==> src/rtl/vpm_pkg.sv <==
package vpm_pkg;

  // Role of a 1 KB slice within the mapped video space.
  typedef enum logic [1:0] {
    SK_PAT_LO,
    SK_PAT_HI,
    SK_NAMETBL,
    SK_NONE
  } slice_kind_e;

  // Class of slice idx: pattern slices come first, low half then high half,
  // then nametable slices up to total; anything past total is unmapped.
  function automatic slice_kind_e kind_of(int unsigned idx, int unsigned per_half,
                                          int unsigned total);
    if (idx < per_half) return SK_PAT_LO;
    if (idx < 2 * per_half) return SK_PAT_HI;
    if (idx < total) return SK_NAMETBL;
    return SK_NONE;
  endfunction

  // Redirection rule: a high page goes to nametable RAM unless the flag
  // governing its pattern half is set; nametable slices ignore the flags.
  function automatic logic redirect_rule(slice_kind_e kind, logic high_page,
                                         logic lo_off, logic hi_off);
    case (kind)
      SK_PAT_LO:  return high_page && !lo_off;
      SK_PAT_HI:  return high_page && !hi_off;
      SK_NAMETBL: return high_page;
      default:    return 1'b0;
    endcase
  endfunction

endpackage

==> src/rtl/vpm_page_regs.sv <==
module vpm_page_regs #(
  parameter int NUM_SLICES = 12,
  parameter int PAGE_W     = 8,
  parameter int SEL_W      = 5,
  parameter logic [SEL_W-1:0] PAGE_SEL_BASE = 5'h10,
  parameter logic [SEL_W-1:0] FLAG_SEL      = 5'h1D,
  parameter int LO_FLAG_BIT = 6,
  parameter int HI_FLAG_BIT = 7
) (
  input  logic                              clk,
  input  logic                              rst_n,
  input  logic                              cpu_wr,
  input  logic [SEL_W-1:0]                  cpu_addr_hi,
  input  logic [PAGE_W-1:0]                 cpu_wdata,
  output logic [NUM_SLICES-1:0][PAGE_W-1:0] page_q,
  output logic                              lo_off_q,
  output logic                              hi_off_q,
  output logic                              page_wr_hit,
  output logic                              flag_wr_hit
);

  logic [NUM_SLICES-1:0] slot_hit;

  for (genvar i = 0; i < NUM_SLICES; i++) begin : g_slot
    localparam logic [SEL_W-1:0] MY_SEL = PAGE_SEL_BASE + SEL_W'(i);

    assign slot_hit[i] = cpu_wr && (cpu_addr_hi == MY_SEL);

    always_ff @(posedge clk) begin
      if (!rst_n) page_q[i] <= '0;
      else if (slot_hit[i]) page_q[i] <= cpu_wdata;
    end
  end

  assign page_wr_hit = |slot_hit;
  assign flag_wr_hit = cpu_wr && (cpu_addr_hi == FLAG_SEL);

  always_ff @(posedge clk) begin
    if (!rst_n) begin
      lo_off_q <= 1'b0;
      hi_off_q <= 1'b0;
    end else if (flag_wr_hit) begin
      lo_off_q <= cpu_wdata[LO_FLAG_BIT];
      hi_off_q <= cpu_wdata[HI_FLAG_BIT];
    end
  end

endmodule

==> src/rtl/vpm_slice_xlate.sv <==
module vpm_slice_xlate
  import vpm_pkg::*;
#(
  parameter int NUM_SLICES = 12,
  parameter int PER_HALF   = 4,
  parameter int PAGE_W     = 8,
  parameter int OFS_W      = 10,
  parameter int VID_AW     = 14,
  parameter logic [PAGE_W-1:0] REDIR_BASE = 8'hE0,
  localparam int IDX_W = VID_AW - OFS_W
) (
  input  logic [NUM_SLICES-1:0][PAGE_W-1:0] page_q,
  input  logic                              lo_off,
  input  logic                              hi_off,
  input  logic [VID_AW-1:0]                 vid_addr,
  input  logic                              vid_we,
  output logic                              rom_sel,
  output logic [PAGE_W+OFS_W-1:0]           rom_addr,
  output logic                              nt_sel,
  output logic                              nt_half,
  output logic [OFS_W-1:0]                  nt_addr,
  output logic                              nt_we,
  output logic                              redirect,
  output logic                              in_range,
  output logic [IDX_W-1:0]                  slice_idx
);

  logic [PAGE_W-1:0] page;
  slice_kind_e       kind;

  assign slice_idx = vid_addr[VID_AW-1:OFS_W];

  always_comb begin
    page = '0;
    kind = SK_NONE;
    for (int i = 0; i < NUM_SLICES; i++) begin
      if (slice_idx == IDX_W'(i)) begin
        page = page_q[i];
        kind = kind_of(i, PER_HALF, NUM_SLICES);
      end
    end
  end

  assign in_range = (kind != SK_NONE);
  assign redirect = redirect_rule(kind, page >= REDIR_BASE, lo_off, hi_off);

  assign rom_sel  = in_range && !redirect;
  assign rom_addr = {page, vid_addr[OFS_W-1:0]};
  assign nt_sel   = redirect;
  assign nt_half  = page[0];
  assign nt_addr  = vid_addr[OFS_W-1:0];
  assign nt_we    = redirect && vid_we;

endmodule

==> src/rtl/vid_page_mapper.sv <==
module vid_page_mapper #(
  parameter int NUM_SLICES = 12,
  parameter int PER_HALF   = 4,
  parameter int PAGE_W     = 8,
  parameter int OFS_W      = 10,
  parameter int VID_AW     = 14,
  parameter int SEL_W      = 5,
  parameter logic [PAGE_W-1:0] REDIR_BASE   = 8'hE0,
  parameter logic [SEL_W-1:0] PAGE_SEL_BASE = 5'h10,
  parameter logic [SEL_W-1:0] FLAG_SEL      = 5'h1D,
  localparam int ROM_AW = PAGE_W + OFS_W,
  localparam int IDX_W  = VID_AW - OFS_W
) (
  input  logic              clk,
  input  logic              rst_n,
  input  logic              cpu_wr,
  input  logic [SEL_W-1:0]  cpu_addr_hi,
  input  logic [PAGE_W-1:0] cpu_wdata,
  input  logic [VID_AW-1:0] vid_addr,
  input  logic              vid_we,
  output logic              rom_sel,
  output logic [ROM_AW-1:0] rom_addr,
  output logic              nt_sel,
  output logic              nt_half,
  output logic [OFS_W-1:0]  nt_addr,
  output logic              nt_we
);

  logic [NUM_SLICES-1:0][PAGE_W-1:0] page_q;
  logic                              lo_off;
  logic                              hi_off;
  logic                              page_wr_hit;
  logic                              flag_wr_hit;
  logic                              redirect;
  logic                              in_range;
  logic [IDX_W-1:0]                  slice_idx;

  vpm_page_regs #(
    .NUM_SLICES   (NUM_SLICES),
    .PAGE_W       (PAGE_W),
    .SEL_W        (SEL_W),
    .PAGE_SEL_BASE(PAGE_SEL_BASE),
    .FLAG_SEL     (FLAG_SEL),
    .LO_FLAG_BIT  (PAGE_W - 2),
    .HI_FLAG_BIT  (PAGE_W - 1)
  ) u_regs (
    .clk        (clk),
    .rst_n      (rst_n),
    .cpu_wr     (cpu_wr),
    .cpu_addr_hi(cpu_addr_hi),
    .cpu_wdata  (cpu_wdata),
    .page_q     (page_q),
    .lo_off_q   (lo_off),
    .hi_off_q   (hi_off),
    .page_wr_hit(page_wr_hit),
    .flag_wr_hit(flag_wr_hit)
  );

  vpm_slice_xlate #(
    .NUM_SLICES(NUM_SLICES),
    .PER_HALF  (PER_HALF),
    .PAGE_W    (PAGE_W),
    .OFS_W     (OFS_W),
    .VID_AW    (VID_AW),
    .REDIR_BASE(REDIR_BASE)
  ) u_xlate (
    .page_q   (page_q),
    .lo_off   (lo_off),
    .hi_off   (hi_off),
    .vid_addr (vid_addr),
    .vid_we   (vid_we),
    .rom_sel  (rom_sel),
    .rom_addr (rom_addr),
    .nt_sel   (nt_sel),
    .nt_half  (nt_half),
    .nt_addr  (nt_addr),
    .nt_we    (nt_we),
    .redirect (redirect),
    .in_range (in_range),
    .slice_idx(slice_idx)
  );

endmodule

==> config.mk <==
export PLATFORM = sky130hd
export DESIGN_NAME = vid_page_mapper
export DESIGN_NICKNAME = d
export VERILOG_FILES = /design/src/rtl/vpm_pkg.sv /design/src/rtl/vpm_page_regs.sv /design/src/rtl/vpm_slice_xlate.sv /design/src/rtl/vid_page_mapper.sv
export SDC_FILE = /design/constraint.sdc
export NUM_CORES = 1
export LEC_CHECK = 0
export BUFFER_PORTS_ARGS = -buffer_cell sky130_fd_sc_hd__buf_2
export CORE_MARGIN = 4
export CORE_UTILIZATION = 23
export DETAILED_ROUTE_END_ITERATION = 8
export GPL_TIMING_DRIVEN = 0
export HOLD_SLACK_MARGIN = 0.12
export PLACE_DENSITY = 0.43
export SLEW_MARGIN = 5
export SYNTH_ARGS = -nofsm -noshare
export SYNTH_HDL_FRONTEND = slang
export SYNTH_SLANG_ARGS = --single-unit
==> constraint.sdc <==
create_clock -name clk -period 1.9 [get_ports clk]
set_clock_uncertainty 0.15 [all_clocks]
set_input_delay 0.19 -clock clk [delete_from_list [all_inputs] [get_ports clk]]
set_output_delay 0.19 -clock clk [all_outputs]
set_load 0.01 [all_outputs]
==> metrics.yaml, run 1 <==
detailed_routing:
  wl_per_cell_um: 17.1
  via_per_inst: 4.35
  drc: 0
  drtPass1Iterations: 4
  postRouteAntennaNets: 0
  wirelength_mm: 14.4
  drtIter0Drc: 138
  vias: 3647
global_route:
  grt_usage: 0.120
  grt_pass1_vias: 3688
  grt_overflow: 0
  grt_max_degree: 17
  antenna_found_initial: 0
  grt_pass1_wl_mm: 22.1
logic_synthesis:
  yosysWarnings: 0
  synthTopCellsByCount: "dfxtp_1 (98), mux2i_1 (91), nor2b_1 (83)"
  yosys_most_used_dff: "dfxtp_1"
  synthTopCellsByArea: "dfxtp_1 (39%), mux2i_1 (18%), nor2b_1 (10%)"
  synth_edf_count: 0
  ys_async_sr_fraction: 0
  synth.top_cell.area_share: 0.395
  ys_seq_area_frac: 0.395
  postSynthAreaPerCell_um2: 10.3
  synth_cells: 484
  netlist_area_um2: 4970
  synth-seq-cells: 98
  syn_nets: 515
  synth_most_common_cell: "dfxtp_1"
  yosysTopAreaCell: "dfxtp_1"
  synth_cell_types: 45
clock_tree:
  cts_tree: "built"
  clk_path_buf_depth: 2
  clkTransAtPathRegs_ns: 0.07
  cts-root-buf: "clkbuf_16"
  cts_sinks: 98
  cts.htree.levels: 3
  cts_buffers: 9
  clock_latency_ns: 0.35
worst_setup_path:
  critPathCaptureType: "primary output"
  cp_max_fo: 4
  required_ns: 1.56
  critical_path_class: "reg2out"
  cp-start-kind: "register"
  worstPathArrival_ns: 1.89
power_and_ir_drop:
  power.total_mw: 4.46
  powerDensity_nw_per_um2: 723
  ir_drop_v: 0.000489
  p_leak_nw: 2.26
floorplan:
  dieHeight_um: 155
  die_w_um: 155
  die_area_um2: 24000
  initial_core_util: 0.235
  coreArea_um2: 21200
  io_pins: 63
  rows: 53
final_layout:
  final_nets: 589
  drive_above_1_share: 0.291
  final_core_util: 0.291
  area_growth_pct: 24.1
  diodes: 0
  design_area_um2: 6160
  final_cells: 838
sta:
  rsz0062_at_grt: "yes"
  finalHoldViolCount: 0
  slew_headroom: 0.411
  period_minus_slack_ns: 2.23
  setup_viol: 9
  hold_ws_ns: 0.113
  finalWorstSetupSlack_ns: -0.330
  finalCritPeriodShare: 1.17
  tns_ns: -1.75
  fmax_ghz: 0.448
  slew_violations: 0
  worst_pin_slew_ns: 0.876
placed_design:
  pre_cts_ws_ns: -0.633
  place_inst: 809
  gp_congestion: 0.795
  io_buffer_count: 50
  dp_hpwl_mm: 10.5
  placed_area_um2: 5580
job:
  cap_violations: 0
run_status:
  violations: "setup timing"
  outcome: "finished, violations left"
min_path:
  hold_class: "in2reg"
-- what timing repair did --
item / 4_1_cts / 5_1_grt
hold buffers: 10 / 0
pin swaps: 7 / 4
cloned: 0 / 1
setup endpoints to repair: 12 / 12
resized for setup: 28 / 16
buffers inserted: 1 / 1
endpoints found under the hold margin: 33 / 0
-- final timing paths --
path | start | cells after the start | endpoint | slack [ns]
max | u_regs.page_q[6] | 6 | rom_sel | -0.33
min | rst_n | 2 | u_regs.page_q[35] | 0.11
max reg2reg | u_regs.page_q[24] | 3 | u_regs.page_q[24] | 1.03
min reg2reg | u_regs.page_q[11] | 2 | u_regs.page_q[11] | 0.32
-- cells by family (layout without fill, tap and decap cells) --
family / count (synthesis) / after routing / share of synthesized area
compound gates: 49 / 49 / 0.0735
buf+inv: 59 / 138 / 0.0733
flops: 98 / 98 / 0.395
mux: 109 / 109 / 0.261
simple gates: 169 / 169 / 0.197
-- worst max-delay path: stages, from the launching register on --
cell      delay, ns
dfxtp_2        0.33
mux4_2         0.49
nand2b_4       0.10
o221ai_2       0.09
and3_4         0.20
a32oi_1        0.16
buf_2          0.16
-- area by class of cell --
class                   count  area, um^2
flip-flops and latches     98        1980
plain buffers              56         428
multi-input cells         327        2690
repair buffers             63         405
inverters                   3        11.3
well taps                 275         344
fillers                  2197       15000
clock buffers              10         239
clock inverters             6        66.3
-- sequential cells by signal (all words and copies together) (netlist names) --
name             count
u_regs.lo_off_q      1
u_regs.hi_off_q      1
u_regs.page_q       96
-- layout by cell type, fill, tap and decap left out, types with 2 or more instances in the layout --
master / instances
buf_2: 62
nand2b_1: 7
o21ai_1: 2
and3_1: 2
a21boi_0: 18
o32a_1: 2
dlygate4sd3_1: 10
buf_6: 3
clkbuf_16: 10
nor2_4: 3
dfxtp_1: 86
nand2_1: 31
o21ai_0: 8
nand3_1: 18
clkinvlp_4: 3
buf_12: 6
mux4_2: 16
or2_2: 2
a21oi_1: 2
inv_1: 3
nor2_1: 8
dfxtp_2: 12
nor2b_1: 82
clkbuf_1: 11
buf_4: 24
nor2_2: 3
o211ai_1: 2
mux2i_1: 91
nor3_1: 2
-- metal layers --
layer	global-route usage	wire, um
met1	0.165	6920
met2	0.194	6650
met3	0.0186	638
met4	0.0370	146
met5	0	0
-- report_power, final --
part	internal [mW]	total, mW	switching [mW]
combinational	0.229	0.485	0.256
sequential	2.07	2.08	0.00785
clock	1.06	1.89	0.837
Power figures use the tool's default switching activity.
==> inputs of run 2 (changes only) <==
--- a/config.mk
+++ b/config.mk
@@ -11,8 +11,9 @@
 export DETAILED_ROUTE_END_ITERATION = 8
 export GPL_TIMING_DRIVEN = 0
 export HOLD_SLACK_MARGIN = 0.12
-export PLACE_DENSITY = 0.43
+export PLACE_DENSITY_LB_ADDON = 0.05
 export SLEW_MARGIN = 5
 export SYNTH_ARGS = -nofsm -noshare
 export SYNTH_HDL_FRONTEND = slang
 export SYNTH_SLANG_ARGS = --single-unit
+export TNS_END_PERCENT = 50
==> run 2 against run 1 <==
Against the previous run: the flow still finishes with violations (setup timing); core utilization down 0.077 points; highest routed layer unchanged; first-iteration DRC count rose by 10%; critical path type unchanged; worst hold slack better by 0.0059 ns.
==> metrics.yaml, run 2 (synthesized netlist as in run 1, its figures left out) <==
min_path:
  hold_class: "in2reg"
sta:
  setup_viol: 10  # +1
  slew_violations: 0  # unchanged
  finalWorstSetupSlack_ns: -0.304  # +0.0267 ns
  slew_headroom: 0.365  # -0.0461
  finalCritPeriodShare: 1.16  # -0.0140
  fmax_ghz: 0.454  # +1.2%
  finalHoldViolCount: 0  # unchanged
  hold_ws_ns: 0.118  # +0.00590 ns
  rsz0062_at_grt: "yes"
  worst_pin_slew_ns: 0.945  # +0.0687 ns
  period_minus_slack_ns: 2.20  # -0.0267 ns
power_and_ir_drop:
  powerDensity_nw_per_um2: 736  # +1.9%
  p_leak_nw: 2.26  # +0.24%
  ir_drop_v: 0.000418  # -15%
  power.total_mw: 4.53  # +1.6%
detailed_routing:
  via_per_inst: 4.40  # +1.0%
  wl_per_cell_um: 18.6  # +8.5%
  vias: 3680  # +0.90%
  drtPass1Iterations: 4  # unchanged
  postRouteAntennaNets: 0  # unchanged
  wirelength_mm: 15.5  # +8.3%
  drc: 0  # unchanged
  drtIter0Drc: 152  # +10%
clock_tree:
  clk_path_buf_depth: 2  # unchanged
  clock_latency_ns: 0.34  # about the same
  cts_buffers: 9  # unchanged
  cts.htree.levels: 3  # unchanged
  cts-root-buf: "clkbuf_16"
  clkTransAtPathRegs_ns: 0.07  # about the same
  cts_sinks: 98  # unchanged
  cts_tree: "built"
final_layout:
  largest_reg_flops: 96  # unchanged
  final_nets: 589  # unchanged
  mostFrequentLayoutCell: "mux2i_1"
  final_cells: 837  # -0.12%
  drive_above_1_share: 0.288  # -0.00304
  design_area_um2: 6150  # -0.26%
  diodes: 0  # unchanged
  final_core_util: 0.291  # -0.000769
  nFillCells: 2243  # +2.1%
  area_growth_pct: 23.7
  regMostFlops: "u_regs.page_q"
  final_cell_mix: "mux2i_1 (91), dfxtp_1 (87), nor2b_1 (82), buf_2 (63), nand2_1 (31)"
  top_regs: "u_regs.page_q (96), u_regs.hi_off_q (1), u_regs.lo_off_q (1)"
worst_setup_path:
  critical_path_class: "reg2out"
  required_ns: 1.56  # about the same
  critPathCaptureType: "primary output"
  cp_max_fo: 4  # unchanged
  cp-start-kind: "register"
  worstPathArrival_ns: 1.86  # -0.03 ns
placed_design:
  place_inst: 809  # unchanged
  gp_congestion: 0.731  # -8.0%
  dp_hpwl_mm: 11.3  # +8.5%
  io_buffer_count: 50  # unchanged
  placed_area_um2: 5580  # unchanged
floorplan:
  die_w_um: 155  # unchanged
  dieHeight_um: 155  # unchanged
  rows: 53  # unchanged
  die_area_um2: 24000  # unchanged
  coreArea_um2: 21200  # unchanged
  io_pins: 63  # unchanged
  initial_core_util: 0.235  # unchanged
global_route:
  grt_overflow: 0  # unchanged
  antenna_found_initial: 0  # unchanged
  grt_usage: 0.132  # +0.0115
  grt_max_degree: 16  # -1
  grt_pass1_wl_mm: 23.9  # +8.0%
  grt_pass1_vias: 3853  # +4.5%
job:
  cap_violations: 0  # unchanged
run_status:
  outcome: "finished, violations left"
  violations: "setup timing"
run 2: metrics by stage:
step / TNS (ns) / setup WS, ns
2_1_floorplan: 0 / 0.00261
3_3_place_gp: -7.11 / -0.636
3_5_place_dp: -7.73 / -0.606
4_1_cts: -1.89 / -0.357
5_1_grt: -2.48 / -0.386
6_report: -1.60 / -0.304
run 2: worst max-delay path: stages, from the launching register on:
cell	delay [ns]
dfxtp_2	0.32
mux4_2	0.49
nand2b_4	0.10
o221ai_2	0.08
and3_4	0.19
a32oi_1	0.18
buf_2	0.16
run 2: per-layer routing:
layer | up-vias | share of wire | GRT usage | routed length, um
met5 | - | 0 | 0 | 0
met4 | 0 | 0.014 | 0.0328 | 214
met3 | 16 | 0.041 | 0.0245 | 632
met2 | 72 | 0.46 | 0.213 | 7160
met1 | 1784 | 0.49 | 0.181 | 7550
li1 | 1808 | - | - | -
run 2: path summary, 6_finish.rpt:
check                           slack (ns)                 to         startpoint  depth (start not counted)
worst max-delay path                 -0.30            rom_sel  u_regs.page_q[30]                          6
worst min register to register        0.32   u_regs.page_q[2]   u_regs.page_q[2]                          2
worst max register to register        1.02    u_regs.hi_off_q    u_regs.hi_off_q                          2
worst min-delay path                  0.12  u_regs.page_q[90]              rst_n                          2
run 2: what timing repair did:
| action | CTS | global route |
|---|---|---|
| pin swaps | 8 | 3 |
| resized for setup | 37 | 4 |
| setup endpoints to repair | 12 | 12 |
| endpoints found under the hold margin | 20 | 0 |
| hold buffers | 9 | 0 |
| setup buffers | 3 | 1 |
run 2: final cells by class:
type                       instances  area [um^2]  share of cell area
timing repair buffer              63          392              0.0637
multi-input combinational        327         2700               0.438
buffer                            56          423              0.0688
tap                              275          344              0.0560
sequential                        98         1980               0.321
clock buffer                      10          229              0.0372
clock inverter                     5         78.8              0.0128
inverter                           3         11.3             0.00183
run 2: report_power, final:
| part | switching (mW) | total [mW] | internal (mW) |
|---|---|---|---|
| clock | 0.814 | 1.96 | 1.15 |
| sequential | 0.00809 | 2.08 | 2.07 |
| combinational | 0.264 | 0.488 | 0.225 |
==> inputs of run 3 (changes only) <==
--- a/config.mk
+++ b/config.mk
@@ -6,14 +6,17 @@
 export NUM_CORES = 1
 export LEC_CHECK = 0
 export BUFFER_PORTS_ARGS = -buffer_cell sky130_fd_sc_hd__buf_2
+export CELL_PAD_IN_SITES_DETAIL_PLACEMENT = 1
+export CELL_PAD_IN_SITES_GLOBAL_PLACEMENT = 1
 export CORE_MARGIN = 4
 export CORE_UTILIZATION = 23
 export DETAILED_ROUTE_END_ITERATION = 8
 export GPL_TIMING_DRIVEN = 0
 export HOLD_SLACK_MARGIN = 0.12
 export PLACE_DENSITY_LB_ADDON = 0.05
+export RECOVER_POWER = 100
 export SLEW_MARGIN = 5
 export SYNTH_ARGS = -nofsm -noshare
 export SYNTH_HDL_FRONTEND = slang
 export SYNTH_SLANG_ARGS = --single-unit
-export TNS_END_PERCENT = 50
+export TNS_END_PERCENT = 10
==> run 3 against run 2 <==
Against the previous run: the run still ends with setup timing left; cell count fell by 0.36%; global-route usage rose by 1.0 points; first-iteration DRC count shrank 36%; fmax about the same; sequential share of layout area increased by 0.31 points; cell area shrank 1.3%; wire length grew 5.0%; core utilization is 0.38 points lower; register-to-register slack better by 0.02 ns; critical path type unchanged; largest cell class unchanged; highest routed layer unchanged.
==> metrics.yaml, run 3 (synthesized netlist as in run 1, its figures left out) <==
run_status:
  outcome: "finished, violations left"
  violations: "setup timing"
worst_setup_path:
  crit_chain: "mux4_2, nand2b_1, o221ai_2, and3_4, a32oi_1, buf_2"
  required_ns: 1.56  # about the same
  worstPathArrival_ns: 1.87  # about the same
  cp-start-kind: "register"
  critPathCaptureType: "primary output"
  max_stage_delay_ns: 0.49  # about the same
  critical_path_class: "reg2out"
  worst_path_max_delay_cell: "mux4_2"
  critical-path-top-delay-family: "multiplexers"
  cp_max_fo: 4  # unchanged
  worst-path-buf-inv: 1  # unchanged
final_layout:
  final_nets: 585  # -0.68%
  mostFrequentLayoutCell: "dfxtp_1"
  nFillCells: 2419  # +7.8%
  regMostFlops: "u_regs.page_q"
  diodes: 0  # unchanged
  top_regs: "u_regs.page_q (96), u_regs.hi_off_q (1), u_regs.lo_off_q (1)"
  regArea_um2: 1970  # -0.38%
  drive_above_1_share: 0.233  # -0.0557
  largest_reg_flops: 96  # unchanged
  multi_input_area_um2: 2700  # +0.19%
  area_growth_pct: 22.1
  final_cell_mix: "dfxtp_1 (93), mux2i_1 (89), nor2b_1 (83), buf_2 (37), clkbuf_1 (35)"
sta:
  tns_ns: -2.02  # -0.416 ns
  worst_pin_slew_ns: 0.939  # -0.00639 ns
  finalHoldViolCount: 0  # unchanged
  setup_viol: 12  # +2
  finalWorstSetupSlack_ns: -0.305  # -0.00141 ns
  fmax_ghz: 0.454  # about the same
  slew_violations: 0  # unchanged
  period_minus_slack_ns: 2.21  # +0.00141 ns
  slew_headroom: 0.369  # +0.00429
  finalCritPeriodShare: 1.16  # about the same
  rsz0062_at_grt: "yes"
min_path:
  hold_class: "in2reg"
floorplan:
  die_area_um2: 24000  # unchanged
  initial_core_util: 0.235  # unchanged
  dieHeight_um: 155  # unchanged
  coreArea_um2: 21200  # unchanged
  io_pins: 63  # unchanged
  die_w_um: 155  # unchanged
  rows: 53  # unchanged
power_and_ir_drop:
  powerDensity_nw_per_um2: 735  # -0.25%
  power.total_mw: 4.46  # -1.6%
  p_leak_nw: 2.15  # -4.8%
  ir_drop_v: 0.000387  # -7.4%
detailed_routing:
  drc: 0  # unchanged
  drtIter0Drc: 98  # -36%
  wl_per_cell_um: 19.6  # +5.4%
  drtPass1Iterations: 4  # unchanged
  via_per_inst: 4.42  # +0.50%
  wirelength_mm: 16.3  # +5.0%
  vias: 3685  # +0.14%
  postRouteAntennaNets: 0  # unchanged
clock_tree:
  cts_tree: "built"
  clkTransAtPathRegs_ns: 0.07  # about the same
  clk_path_buf_depth: 2  # unchanged
  cts_sinks: 98  # unchanged
  cts_buffers: 9  # unchanged
  cts.htree.levels: 3  # unchanged
  clock_latency_ns: 0.34  # about the same
  cts-root-buf: "clkbuf_16"
job:
  cap_violations: 0  # unchanged
global_route:
  grt_max_degree: 16  # unchanged
  grt_pass1_wl_mm: 25.5  # +6.9%
  antenna_found_initial: 0  # unchanged
  grt_pass1_vias: 4089  # +6.1%
  grt_overflow: 0  # unchanged
  grt_usage: 0.142  # +0.0101
placed_design:
  gp_congestion: 0.745  # +1.9%
  dp_hpwl_mm: 12.0  # +6.1%
  io_buffer_count: 50  # unchanged
[run 3: cell types whose count changed in the layout (fill, tap and decap cells not counted), sizes merged]
cell / before / now
buf: 99 / 69
clkbuf: 21 / 49
bufinv: 2 / 1
clkinvlp: 0 / 1
inv: 4 / 3
[run 3: stage by stage]
stage	worst slack (ns)	instance area (um^2)	util	std cells	hold slack (ns)
CTS	-0.346	6080	0.288	834	0.139
finish	-0.305	6070	0.287	834	0.136
detailed placement	-0.760	5580	0.264	809	0.316
global placement	-0.746	5580	0.264	809	0.304
global route	-0.434	6070	0.287	834	0.173
floorplan	0.00261	4980	-	484	0.209
[run 3: path summary, 6_finish.rpt]
| check | startpoint | slack, ns | end | depth (start not counted) |
|---|---|---|---|---|
| worst max-delay path | u_regs.page_q[30] | -0.31 | rom_sel | 6 |
| worst min-delay path | rst_n | 0.14 | u_regs.page_q[82] | 2 |
| worst max register to register | u_regs.lo_off_q | 1.04 | u_regs.lo_off_q | 2 |
| worst min register to register | u_regs.page_q[12] | 0.32 | u_regs.page_q[12] | 2 |
[run 3: power by group]
group	total (mW)	switching [mW]	internal (mW)
logic	0.487	0.272	0.215
clock network	1.89	0.834	1.06
registers	2.08	0.00782	2.07
total	4.46	1.11	3.34
[run 3: layer usage]
layer / vias to the layer above / wire length, um / track usage / share of wire
li1: 1804 / - / - / -
met1: 1813 / 7740 / 0.188 / 0.47
met2: 62 / 7830 / 0.241 / 0.48
met3: 6 / 632 / 0.0300 / 0.039
met4: 0 / 119 / 0.0240 / 0.0073
met5: - / 0 / 0 / 0
[run 3: repair_timing]
action,CTS,global route
buffers inserted,1,0
setup endpoints to repair,12,17
pin swaps,9,3
hold buffers,9,0
resized for setup,32,8
endpoints found under the hold margin,19,0
[run 3: layout make-up]
type,instances,area share
buffer,55,0.0687
clock buffer,12,0.0406
clock inverter,4,0.00846
inverter,3,0.00186
multi-input combinational,327,0.445
sequential,98,0.324
tap,275,0.0567
timing repair buffer,60,0.0542
[run 3: worst reg2reg max path: cells and delay by family, from the launching register on]
family         cells  cell delay [ns]
AO/OA/AOI/OAI      2             0.29
flip-flops         1             0.35
